==> src/rtl/mpu_stat_pkg.sv <==
package mpu_stat_pkg;
  localparam int unsigned FLG_AEF_BIT = 7;
  localparam int unsigned FLG_WP_BIT  = 6;
  localparam int unsigned FLG_NX_BIT  = 5;
  localparam int unsigned FLG_SUP_BIT = 0;

  typedef struct packed {
    logic wp;
    logic nx;
    logic sup;
  } viol_cause_t;
endpackage

==> src/rtl/mpu_rst_sync.sv <==
module mpu_rst_sync #(
  parameter int unsigned STAGES = 2
) (
  input  logic clk,
  input  logic rst_n,
  output logic rst_sn
);
  logic [STAGES-1:0] sync_q;
  logic [STAGES-1:0] sync_d;

  always_comb begin
    sync_d = {sync_q[STAGES-2:0], 1'b1};
  end

  always_ff @(posedge clk or negedge rst_n) begin
    if (!rst_n) sync_q <= '0;
    else        sync_q <= sync_d;
  end

  assign rst_sn = sync_q[STAGES-1];
endmodule

==> src/rtl/mpu_viol_capture.sv <==
module mpu_viol_capture
  import mpu_stat_pkg::*;
#(
  parameter int unsigned ADDR_W = 23
) (
  input  logic              clk,
  input  logic              rst_sn,
  input  logic              viol_i,
  input  viol_cause_t       cause_i,
  input  logic [ADDR_W-1:0] addr_i,
  input  logic              clr_i,
  output logic              aef_o,
  output viol_cause_t       cause_o,
  output logic [ADDR_W-1:0] addr_o
);
  logic              aef_q, aef_d;
  viol_cause_t       cause_q, cause_d;
  logic [ADDR_W-1:0] addr_q, addr_d;
  logic              load;

  always_comb begin
    load    = viol_i & (~aef_q | clr_i);
    cause_d = cause_q;
    addr_d  = addr_q;
    if (load) begin
      aef_d   = 1'b1;
      cause_d = cause_i;
      addr_d  = addr_i;
    end else if (clr_i) begin
      aef_d   = 1'b0;
    end else begin
      aef_d   = aef_q;
    end
  end

  always_ff @(posedge clk or negedge rst_sn) begin
    if (!rst_sn) begin
      aef_q   <= 1'b0;
      cause_q <= '0;
      addr_q  <= '0;
    end else begin
      aef_q <= aef_d;
      if (load) begin
        cause_q <= cause_d;
        addr_q  <= addr_d;
      end
    end
  end

  assign aef_o   = aef_q;
  assign cause_o = cause_q;
  assign addr_o  = addr_q;


  viol_sets_flag_chk: assert property (@(posedge clk) disable iff (!rst_sn)
    viol_i |=> aef_q);


  hold_while_set_chk: assert property (@(posedge clk) disable iff (!rst_sn)
    (aef_q && !clr_i) |=> ($stable(cause_q) && $stable(addr_q)));


  clear_drops_flag_chk: assert property (@(posedge clk) disable iff (!rst_sn)
    (clr_i && !viol_i) |=> !aef_q);


  viol_beats_clear_chk: assert property (@(posedge clk) disable iff (!rst_sn)
    (clr_i && viol_i) |=> (aef_q && addr_q == $past(addr_i)));
endmodule

==> src/rtl/mpu_reg_port.sv <==
module mpu_reg_port
  import mpu_stat_pkg::*;
#(
  parameter int unsigned ADDR_W = 23,
  localparam int unsigned NBYTES = (ADDR_W + 7) / 8,
  localparam int unsigned RA_W   = $clog2(NBYTES + 1)
) (
  input  logic              clk,
  input  logic              rst_sn,
  input  logic [RA_W-1:0]   reg_addr_i,
  input  logic              reg_wr_i,
  input  logic [7:0]        reg_wdata_i,
  output logic [7:0]        reg_rdata_o,
  input  logic              aef_i,
  input  viol_cause_t       cause_i,
  input  logic [ADDR_W-1:0] addr_i,
  output logic              clr_o
);
  localparam int unsigned PAD_W = NBYTES * 8;

  logic [PAD_W-1:0] addr_pad;
  logic [7:0]       flag_byte;
  logic [7:0]       byte_rd [NBYTES+1];

  always_comb begin
    addr_pad = '0;
    addr_pad[ADDR_W-1:0] = addr_i;
    flag_byte = '0;
    flag_byte[FLG_AEF_BIT] = aef_i;
    flag_byte[FLG_WP_BIT]  = cause_i.wp;
    flag_byte[FLG_NX_BIT]  = cause_i.nx;
    flag_byte[FLG_SUP_BIT] = cause_i.sup;
  end

  assign byte_rd[0] = flag_byte;

  genvar k;
  generate
    for (k = 1; k <= NBYTES; k++) begin : g_abyte
      assign byte_rd[k] = addr_pad[(NBYTES-k)*8 +: 8];
    end
  endgenerate

  always_comb begin
    reg_rdata_o = '0;
    for (int i = 0; i <= NBYTES; i++) begin
      if (reg_addr_i == RA_W'(i)) reg_rdata_o = byte_rd[i];
    end
  end

  assign clr_o = reg_wr_i & (reg_addr_i == '0) & reg_wdata_i[FLG_AEF_BIT];


  reserved_zero_chk: assert property (@(posedge clk) disable iff (!rst_sn)
    (reg_addr_i == '0) |-> (reg_rdata_o[4:1] == 4'b0000));
endmodule

==> src/rtl/mpu_irq_gen.sv <==
module mpu_irq_gen (
  input  logic clk,
  input  logic rst_sn,
  input  logic aef_i,
  input  logic viol_i,
  input  logic cpu_sup_i,
  output logic irq_o,
  output logic sup_bypass_o
);
  always_comb begin
    irq_o        = aef_i | viol_i;
    sup_bypass_o = aef_i & cpu_sup_i;
  end


  irq_on_viol_chk: assert property (@(posedge clk) disable iff (!rst_sn)
    viol_i |-> irq_o);


  bypass_needs_sup_chk: assert property (@(posedge clk) disable iff (!rst_sn)
    sup_bypass_o |-> cpu_sup_i);
endmodule

==> src/rtl/mpu_viol_status.sv <==
module mpu_viol_status
  import mpu_stat_pkg::*;
#(
  parameter int unsigned ADDR_W = 23,
  localparam int unsigned NBYTES = (ADDR_W + 7) / 8,
  localparam int unsigned RA_W   = $clog2(NBYTES + 1)
) (
  input  logic              clk,
  input  logic              rst_n,
  input  logic              viol_i,
  input  logic              viol_wp_i,
  input  logic              viol_nx_i,
  input  logic              cpu_sup_i,
  input  logic [ADDR_W-1:0] viol_addr_i,
  input  logic [RA_W-1:0]   reg_addr_i,
  input  logic              reg_wr_i,
  input  logic [7:0]        reg_wdata_i,
  output logic [7:0]        reg_rdata_o,
  output logic              irq_o,
  output logic              sup_bypass_o
);
  logic              rst_sn;
  logic              clr;
  logic              aef;
  viol_cause_t       cause_in;
  viol_cause_t       cause_q;
  logic [ADDR_W-1:0] addr_q;

  assign cause_in = '{wp: viol_wp_i, nx: viol_nx_i, sup: cpu_sup_i};

  mpu_rst_sync #(.STAGES(2)) u_rst (
    .clk    (clk),
    .rst_n  (rst_n),
    .rst_sn (rst_sn)
  );

  mpu_viol_capture #(.ADDR_W(ADDR_W)) u_cap (
    .clk     (clk),
    .rst_sn  (rst_sn),
    .viol_i  (viol_i),
    .cause_i (cause_in),
    .addr_i  (viol_addr_i),
    .clr_i   (clr),
    .aef_o   (aef),
    .cause_o (cause_q),
    .addr_o  (addr_q)
  );

  mpu_reg_port #(.ADDR_W(ADDR_W)) u_regs (
    .clk         (clk),
    .rst_sn      (rst_sn),
    .reg_addr_i  (reg_addr_i),
    .reg_wr_i    (reg_wr_i),
    .reg_wdata_i (reg_wdata_i),
    .reg_rdata_o (reg_rdata_o),
    .aef_i       (aef),
    .cause_i     (cause_q),
    .addr_i      (addr_q),
    .clr_o       (clr)
  );

  mpu_irq_gen u_irq (
    .clk          (clk),
    .rst_sn       (rst_sn),
    .aef_i        (aef),
    .viol_i       (viol_i),
    .cpu_sup_i    (cpu_sup_i),
    .irq_o        (irq_o),
    .sup_bypass_o (sup_bypass_o)
  );
endmodule

==> config.mk <==
export PLATFORM = sky130hd
export DESIGN_NAME = mpu_viol_status
export DESIGN_NICKNAME = d
export VERILOG_FILES = /design/src/rtl/mpu_stat_pkg.sv /design/src/rtl/mpu_rst_sync.sv /design/src/rtl/mpu_viol_capture.sv /design/src/rtl/mpu_reg_port.sv /design/src/rtl/mpu_irq_gen.sv /design/src/rtl/mpu_viol_status.sv
export SDC_FILE = /design/constraint.sdc
export NUM_CORES = 1
export LEC_CHECK = 0
export ABC_AREA = 1
export CORE_MARGIN = 2
export CORE_UTILIZATION = 40
export DETAILED_ROUTE_END_ITERATION = 7
export GPL_TIMING_DRIVEN = 0
export PLACE_DENSITY_LB_ADDON = 0.15
export SYNTH_ARGS = -nofsm -noshare
export SYNTH_HDL_FRONTEND = slang
export SYNTH_SLANG_ARGS = --single-unit
==> constraint.sdc <==
create_clock -name clk -period 0.9 [get_ports clk]
set_clock_uncertainty 0.05 [all_clocks]
set_input_delay 0.18 -clock clk [delete_from_list [all_inputs] [get_ports clk]]
set_output_delay 0.18 -clock clk [all_outputs]
set_load 0.05 [all_outputs]
---- Word level (Yosys, flattened, before mapping) ----
Cells that the tools add are included.
storage, ports and cells
  register bits after elaboration ......... 29
  output and inout bits ................... 10
  word-level logic and storage cells ...... 24
operators by class
  equality and inequality tests ........... 3
  muxes and demuxes ....................... 6
  bitwise operators ....................... 7
  reduce and logical (&&, ||, !) cells .... 2
operator list
  operator                                        number
  two-way mux 8 bit                               4
  bitwise AND 1 bit                               4
  == test 2 bit (second input constant)           2
  == test 2 x 1 -> 1 bit (second input constant)  1
  zero test 2 bit                                 1
  two-way mux 1 bit                               2
  bitwise OR 1 bit                                2
  nonzero test 2 bit                              1
  NOT 1 bit                                       1

---- Longest topological paths before layout ----
Gate-level depths: netlist of the first run.
  depth after elaboration ................. 6
  depth in mapped cells ................... 8
  gate-level depth less buffers ........... 7

---- Modules after synthesis ----
Synthesis of the first run repeated with hierarchy kept, for this count alone.
second synthesis, totals
  cell total of the unflattened synthesis .. 169
  area total of the unflattened synthesis .. 1,466.4 µm²
modules (own cells, without submodules)
  module            times used  cells an instance  area an instance (µm²)  sequential area each (µm²)
  mpu_viol_capture  1           116                1,133.6                 675.6
  mpu_reg_port      1           45                 260.2                   0.0
  mpu_rst_sync      1           3                  53.8                    50.0
  mpu_irq_gen       1           5                  18.8                    0.0

---- Least setup slack after synthesis of the first run ----
No wires, ideal clock.
  path kind ............................... input port to output port
  start point ............................. input port reg_addr_i[1]
  end point ............................... output port reg_rdata_o[1]
  arrival ................................. 0.970 ns
  slack ................................... -0.300 ns
  cell stages on the path ................. 4
  cells stage by stage .................... inv_1 -> nor2_1 -> nand2_1 -> nand3_1
between the ends
  word-level cells in the longest chain between the ends .. 4
  elaborated cells on any way between the ends .. 6
  those cells by class .................... eq/ne: 3; mux: 3
ends and longest elaborated chain
  what                             line                   source
  start: declaration               mpu_viol_status.sv:15  input logic [RA_W-1:0] reg_addr_i,
  == test 2 x 1 -> 1 bit           mpu_reg_port.sv:47     if (reg_addr_i == RA_W'(i)) reg_rdata_o = byte_rd[i];
  two-way mux 8 bit (2 in series)  mpu_reg_port.sv:47
  two-way mux 8 bit (*)            mpu_reg_port.sv:47
  end: declaration                 mpu_viol_status.sv:18  output logic [7:0] reg_rdata_o,
Every way passes the cells marked *; elsewhere a longest branch is shown, timed or not.

---- Worst setup path in the final report of the first run ----
  start point ............................. register u_cap.aef_q (netlist: u_cap.aef_o)
  end point ............................... output port irq_o
between the ends
  word-level cells in the longest chain between the ends .. 1
ends and longest elaborated chain
  what                      line                    source
  start: declaration        mpu_viol_capture.sv:16  logic aef_q, aef_d;
  start signal: assignment  mpu_viol_capture.sv:38  aef_q <= 1'b0;
  start signal: assignment  mpu_viol_capture.sv:42  aef_q <= aef_d;
  bitwise OR 1 bit          mpu_irq_gen.sv:11       irq_o = aef_i | viol_i;
  end: declaration          mpu_viol_status.sv:19   output logic irq_o,
No other way between the ends.

==> results.md, run 1 <==
- Outcome: finished, violations left
- Failing checks: setup timing
- Root Driver: clkbuf_4
- Critical path class: reg2out
- Synthesized cell area: roughly 1400 µm²
- Share of post-route cells with drive strength above 1: 0.354
- Worst rel slew slack: 0.590
- Worst Hold Path EP: u_cap.addr_o[11]
- Worst Path Arrival: 1.14 ns
- Post-route clock period utilization: 1.52
- Main combinational cell family by area after synthesis: simple AND/OR/NAND/NOR gates
- Worst R2R Path Depth: 6
- Post-synthesis mux area share: 0
- Setup crit start: u_cap.aef_o
- Yosys top cell by area: dfrtp_1
- Post-Synth Simple-Gate Area: 0.421
- Yosys cell types: 16
- VDD IR max: 1760 µV
- Mapped Cells: approximately 170
- Max stage delay cell, worst path: dfrtp_2
- Final Slew Violations: 0
- Final core occ: 0.690
- PnR worst setup slack: -0.469 ns
- Max incr delay on CP: ~0.44 ns
- Synth Area in Adders: 0
- Overall Global Routing Usage: 0.206
- R2r setup slk: -0.41 ns
- P per Cell Area: 2770 nW/µm²
- Post-DP Area: 1940 µm²
- CP max FO: 4
- DR iter-0 viols: 63
- Synth top area cells: dfrtp_1 52%, nand2_1 20%, nand3_1 11%
- Hold Crit Class: in2reg
- Final Critical Period: ~1.4 ns
- Achievable frequency: 731 MHz
- CTS max path bufs: 2
- Setup violators final: 37
- FF-to-FF Start: u_cap.aef_o
- Largest net degree at the start of global routing: 28
- P&R area growth vs syn: 65.1%
- # diodes: 0
- DIE HEIGHT: around 63 µm
- TritonCTS buffer count: 5
- Final hold violations: 0
- First-pass DRT Iterations: 4
- R2r endpoint: u_cap.cause_o[1]
- Core Area: roughly 3300 µm²
- Seq cells post-synth: 29
- Antenna violations before repair: 0
- Top cell type's share of synthesized area: 0.521
- WHS: 0.143 ns
- Hold depth: 3
- Fillers: 280
- Depth of the CTS H-tree: 2
- Post-synthesis xor/xnor area fraction: 0
- CTS tree: yes
- RSZ-0062 raised after global routing: yes
- Routed WL: 3860 µm
- Global route total overflow: 0
- ANT nets after route: 0
- Startpoint Class: register
- First-pass GRT wire length: between 6000 and 7000 µm
- Placer congestion estimate: 0.786
- Worst path required time: 0.67 ns
- Boundary Pins: 50
- Vias per cell: 4.73
- Num Clock Sinks: 29
- Worst Hold Launch: viol_i
- Register area share after synthesis: 0.521
- Avg WL per Cell: 13.6 µm
- Worst-margin pin slew: 0.614 ns
- Synthesized net count: between 200 and 250
- Post-DP HPWL: ~2400 µm
- Placement Setup Slack: -1.53 ns
- CTS clock-pin slew for the worst setup and hold paths: 0.10 ns
- DIE WIDTH: ~63 µm
- Kind of cell adding the most delay to the critical path: flip-flops
- Post-synthesis compound-gate area fraction: 0
- Crit-path cells: or2_4 > buf_6
- Vias: ~1300
- Worst setup EP type: output pin
- Design Area, Final: between 2000 and 2500 µm²
- Most frequent cells in the layout: 63 x nand2_1, 29 x clkdlybuf4s50_1, 27 x dfrtp_1, 26 x nand3_1, 20 x nand2_2
- Leak: between 1 and 1.5 nW
- MaxCap Viol Count: 0
- Total power: 0.00637 W
- DR DRC count: 0
- Warnings, synthesis: 0
- Final #Nets: 276
- Worst-Skew Late Latency: 0.31 ns
- Die ar.: 3970 µm²
- Initial Utilization: 0.418
- Commonest non-fill, non-tap cell in the layout: nand2_1
- Buf+Inv Stages, Crit Path: 1
- Cell Rows: 21
- Port bufs: 41
- Number of global-route vias before repair: between 1000 and 1500
- Post-synthesis area per instance: about 8.4 µm²
==> sequential cells by signal, summed over array words and instances (netlist names) <==
register / count
u_rst.sync_q: 2
u_cap.aef_o: 1
u_cap.cause_o: 3
u_cap.addr_o: 23
==> report_power, final <==
| part | internal [W] | switching (W) | total (W) | leakage (nW) |
|---|---|---|---|---|
| Combinational | 0.00158 | 0.00161 | 0.00320 | 0.769 |
| Sequential | 0.00190 | 0.000383 | 0.00228 | 0.355 |
| Clock | 0.000453 | 0.000446 | 0.000898 | 0.0413 |
| Total | 0.00393 | 0.00244 | 0.00637 | 1.16 |
==> cell usage after synthesis <==
cell type,n
buf_2,2
buf_4,3
buf_6,1
buf_8,1
conb_1,1
dfrtp_1,29
inv_1,5
nand2_1,73
nand2_2,10
nand2_4,1
nand2_8,2
nand3_1,31
nand4_1,3
nor2_1,2
nor2_4,1
or2_2,1
==> worst min-delay path, delay by kind of cell <==
kind / cells / cell delay, ns
buffers and inverters: 1 / 0.17
and+or+nand+nor: 2 / 0.14
==> per-stage QoR <==
stage,cells,setup TNS (ns)
3_5_place_dp,253,-34.03
3_3_place_gp,253,-32.72
6_report,283,-12.84
5_1_grt,283,-14.54
2_1_floorplan,166,-2.80
4_1_cts,278,-12.26
==> final cells by class <==
class                      instances  area (µm²)  share of cell area
clock buffer                       7        65.1              0.0283
multi-input combinational        125         688               0.299
sequential                        29         728               0.316
inverter                           5        22.5             0.00979
tap                               46        57.6              0.0250
clock inverter                     1        5.00             0.00218
buffer                             7        75.1              0.0326
timing repair buffer              63         659               0.287
==> worst max-delay path by stage <==
stage                endpoint  slack, ns  cells past startpoint
6_report                irq_o      -0.47                      2
5_1_grt                 irq_o      -0.51                      2
4_1_cts                 irq_o      -0.48                      2
3_5_place_dp   reg_rdata_o[4]      -1.53                      6
3_3_place_gp   reg_rdata_o[4]      -1.50                      6
2_1_floorplan  reg_rdata_o[0]      -0.23                      2
==> layer usage <==
layer	track usage	part of all wire	up-vias
met5	0	0	-
met4	0.0667	0.0049	0
met3	0.0432	0.052	2
met2	0.352	0.53	39
met1	0.258	0.41	630
li1	-	-	667
==> what timing repair did <==
item                                    CTS  global route
pin swaps                                 7             4
gates resized for setup                  99             4
hold endpoints to repair                  2             0
endpoints found under the setup margin   37            37
gates cloned                              4             0
hold buffers                              1             0
buffers inserted                         12             5
==> cells by family (layout without fill, tap and decap cells) <==
logic type    Yosys count  count (layout)
buf+inv                12              83
flops                  29              29
simple gates          124             124
other cells             1               1
Power figures use the tool's default switching activity.
==> run 2, diff against run 1 <==
MAX_ROUTING_LAYER = met4   (was default)
SLEW_MARGIN = 10   (was default)
==> run 2 against run 1 <==
The run still ends with setup timing left. Largest cell class unchanged. Clock power about the same. Non-clock buffer count unchanged. Wire length decreased by 0.52%. Via count increased by 0.97%. Total power about the same. Sequential power about the same. Combinational power about the same.
==> results.md, run 2 (synthesis gave the netlist of run 1 again) <==
- Global route total overflow: 0
- VDD IR max: 1760 µV
- TNS Setup: -12.87 ns
- ANT nets after route: 0
- Setup violators final: 37
- Avg WL per Cell: 13.6 µm
- Worst setup EP type: output pin
- Worst rel slew slack: 0.601
- Num Clock Sinks: 29
- Core Area: 3340 µm²
- # diodes: 0
- Vias per cell: 4.77
- Max incr delay on CP: 0.44 ns
- Post-DP HPWL: 2430 µm
- Critical path class: reg2out
- CP max FO: 4
- Cell count along the critical path: 2
- Achievable frequency: 730 MHz
- Area occupied by multi-input gates: 688 µm²
- Post-route clock period utilization: 1.52
- DR iter-0 viols: 64
- Share of post-route cells with drive strength above 1: 0.354
- Max stage delay cell, worst path: dfrtp_2
- Root Driver: clkbuf_4
- Kind of cell adding the most delay to the critical path: flip-flops
- Most frequent cells in the layout: 63 x nand2_1, 29 x clkdlybuf4s50_1, 27 x dfrtp_1, 26 x nand3_1, 20 x nand2_2
- Vias: 1351
- Leak: 1.16 nW
- DIE WIDTH: between 60 and 70 µm
- Overall Global Routing Usage: 0.212
- DIE HEIGHT: roughly 63 µm
- Commonest non-fill, non-tap cell in the layout: nand2_1
- CTS tree: yes
- Antenna violations before repair: 0
- RSZ-0062 raised after global routing: yes
- P per Cell Area: 2770 nW/µm²
- DR DRC count: 0
- Worst path required time: 0.67 ns
- Placer congestion estimate: 0.797
- First-pass GRT wire length: ~6300 µm
- FF+latch area: 728 µm²
- Failing checks: setup timing
- Buf+Inv Stages, Crit Path: 1
- Worst-Skew Late Latency: 0.32 ns
- Final hold violations: 0
- Die ar.: about 4000 µm²
- Worst-margin pin slew: roughly 0.6 ns
- Largest net degree at the start of global routing: 28
- CTS max path bufs: 2
- Depth of the CTS H-tree: 2
- MaxCap Viol Count: 0
- Routed WL: 3840 µm
- Final Critical Period: 1.37 ns
- First-pass DRT Iterations: 4
- Fillers: 280
- Hold depth: 3
- Worst Path Arrival: ~1.1 ns
- Startpoint Class: register
- Worst R2R Path Depth: 6
- Crit-path cells: or2_4 > buf_6
- Initial Utilization: 0.418
- Final core occ: 0.690
- CTS clock-pin slew for the worst setup and hold paths: approximately 0.10 ns
- Placement Setup Slack: -1.53 ns
- Port bufs: 41
- TritonCTS buffer count: 5
- Final #Nets: ~280
- Boundary Pins: 50
- P&R area growth vs syn: 65.1%
- Number of global-route vias before repair: 1327
- Outcome: finished, violations left
- Max reg flops: 23
- PnR worst setup slack: -0.471 ns
- Final Slew Violations: 0
- Cell Rows: 21
- Hold Crit Class: in2reg
[run 2: cell counts in the layout (fill, tap and decap cells not counted)]
Identical to the previous run, type by type.
[run 2: area by class of cell]
type                    count  share of cell area
plain buffers               7              0.0326
clock buffers               7              0.0283
flip-flops and latches     29               0.316
inverters                   5             0.00979
well taps                  46              0.0250
clock inverters             1             0.00218
multi-input cells         125               0.299
repair buffers             63               0.287
[run 2: power breakdown]
group          switching, W  internal, W  total [W]
clock network      0.000447     0.000453   0.000900
logic               0.00161      0.00158    0.00320
registers          0.000383      0.00190    0.00228
[run 2: worst register-to-register path: cells and delay by family (launching register included)]
kind | cells | cell delay, ns
and+or+nand+nor | 4 | 0.26
DFF | 1 | 0.44
buffers and inverters | 2 | 0.44
[run 2: repair_timing]
item,in CTS,in global routing
gates cloned,4,0
setup buffers,12,5
setup endpoints to repair,37,37
resized for setup,99,4
hold buffers,1,0
pin swaps,7,4
endpoints found under the hold margin,2,0
[run 2: routing by layer]
layer	wire length, µm	up-vias	track usage
met5	0	-	-
met3	206	2	0.0396
li1	-	666	-
met2	2050	51	0.352
met1	1560	632	0.261
met4	19	0	0.0667
[run 2: through the flow]
step                      total power, W  instances  hold slack, ns  cell area (µm²)
after global placement           0.00454        253           0.239             1940
after floorplan                  0.00387        166          -0.166             1470
final                            0.00638        283           0.143             2300
after CTS                        0.00625        278           0.137             2250
after detailed placement         0.00461        253           0.247             1940
after global routing             0.00679        283           0.134             2300
[run 2: worst paths after layout]
path                                 start                to  slack [ns]
setup / recovery               u_cap.aef_o             irq_o       -0.47
hold / removal                      viol_i  u_cap.addr_o[11]        0.14
setup reg to reg               u_cap.aef_o  u_cap.cause_o[1]       -0.41
hold reg to reg            u_rst.sync_q[1]  u_cap.addr_o[12]        0.22
max in group asynchronous            rst_n   u_rst.sync_q[1]        0.15
min in group asynchronous  u_rst.sync_q[1]  u_cap.addr_o[12]        0.22
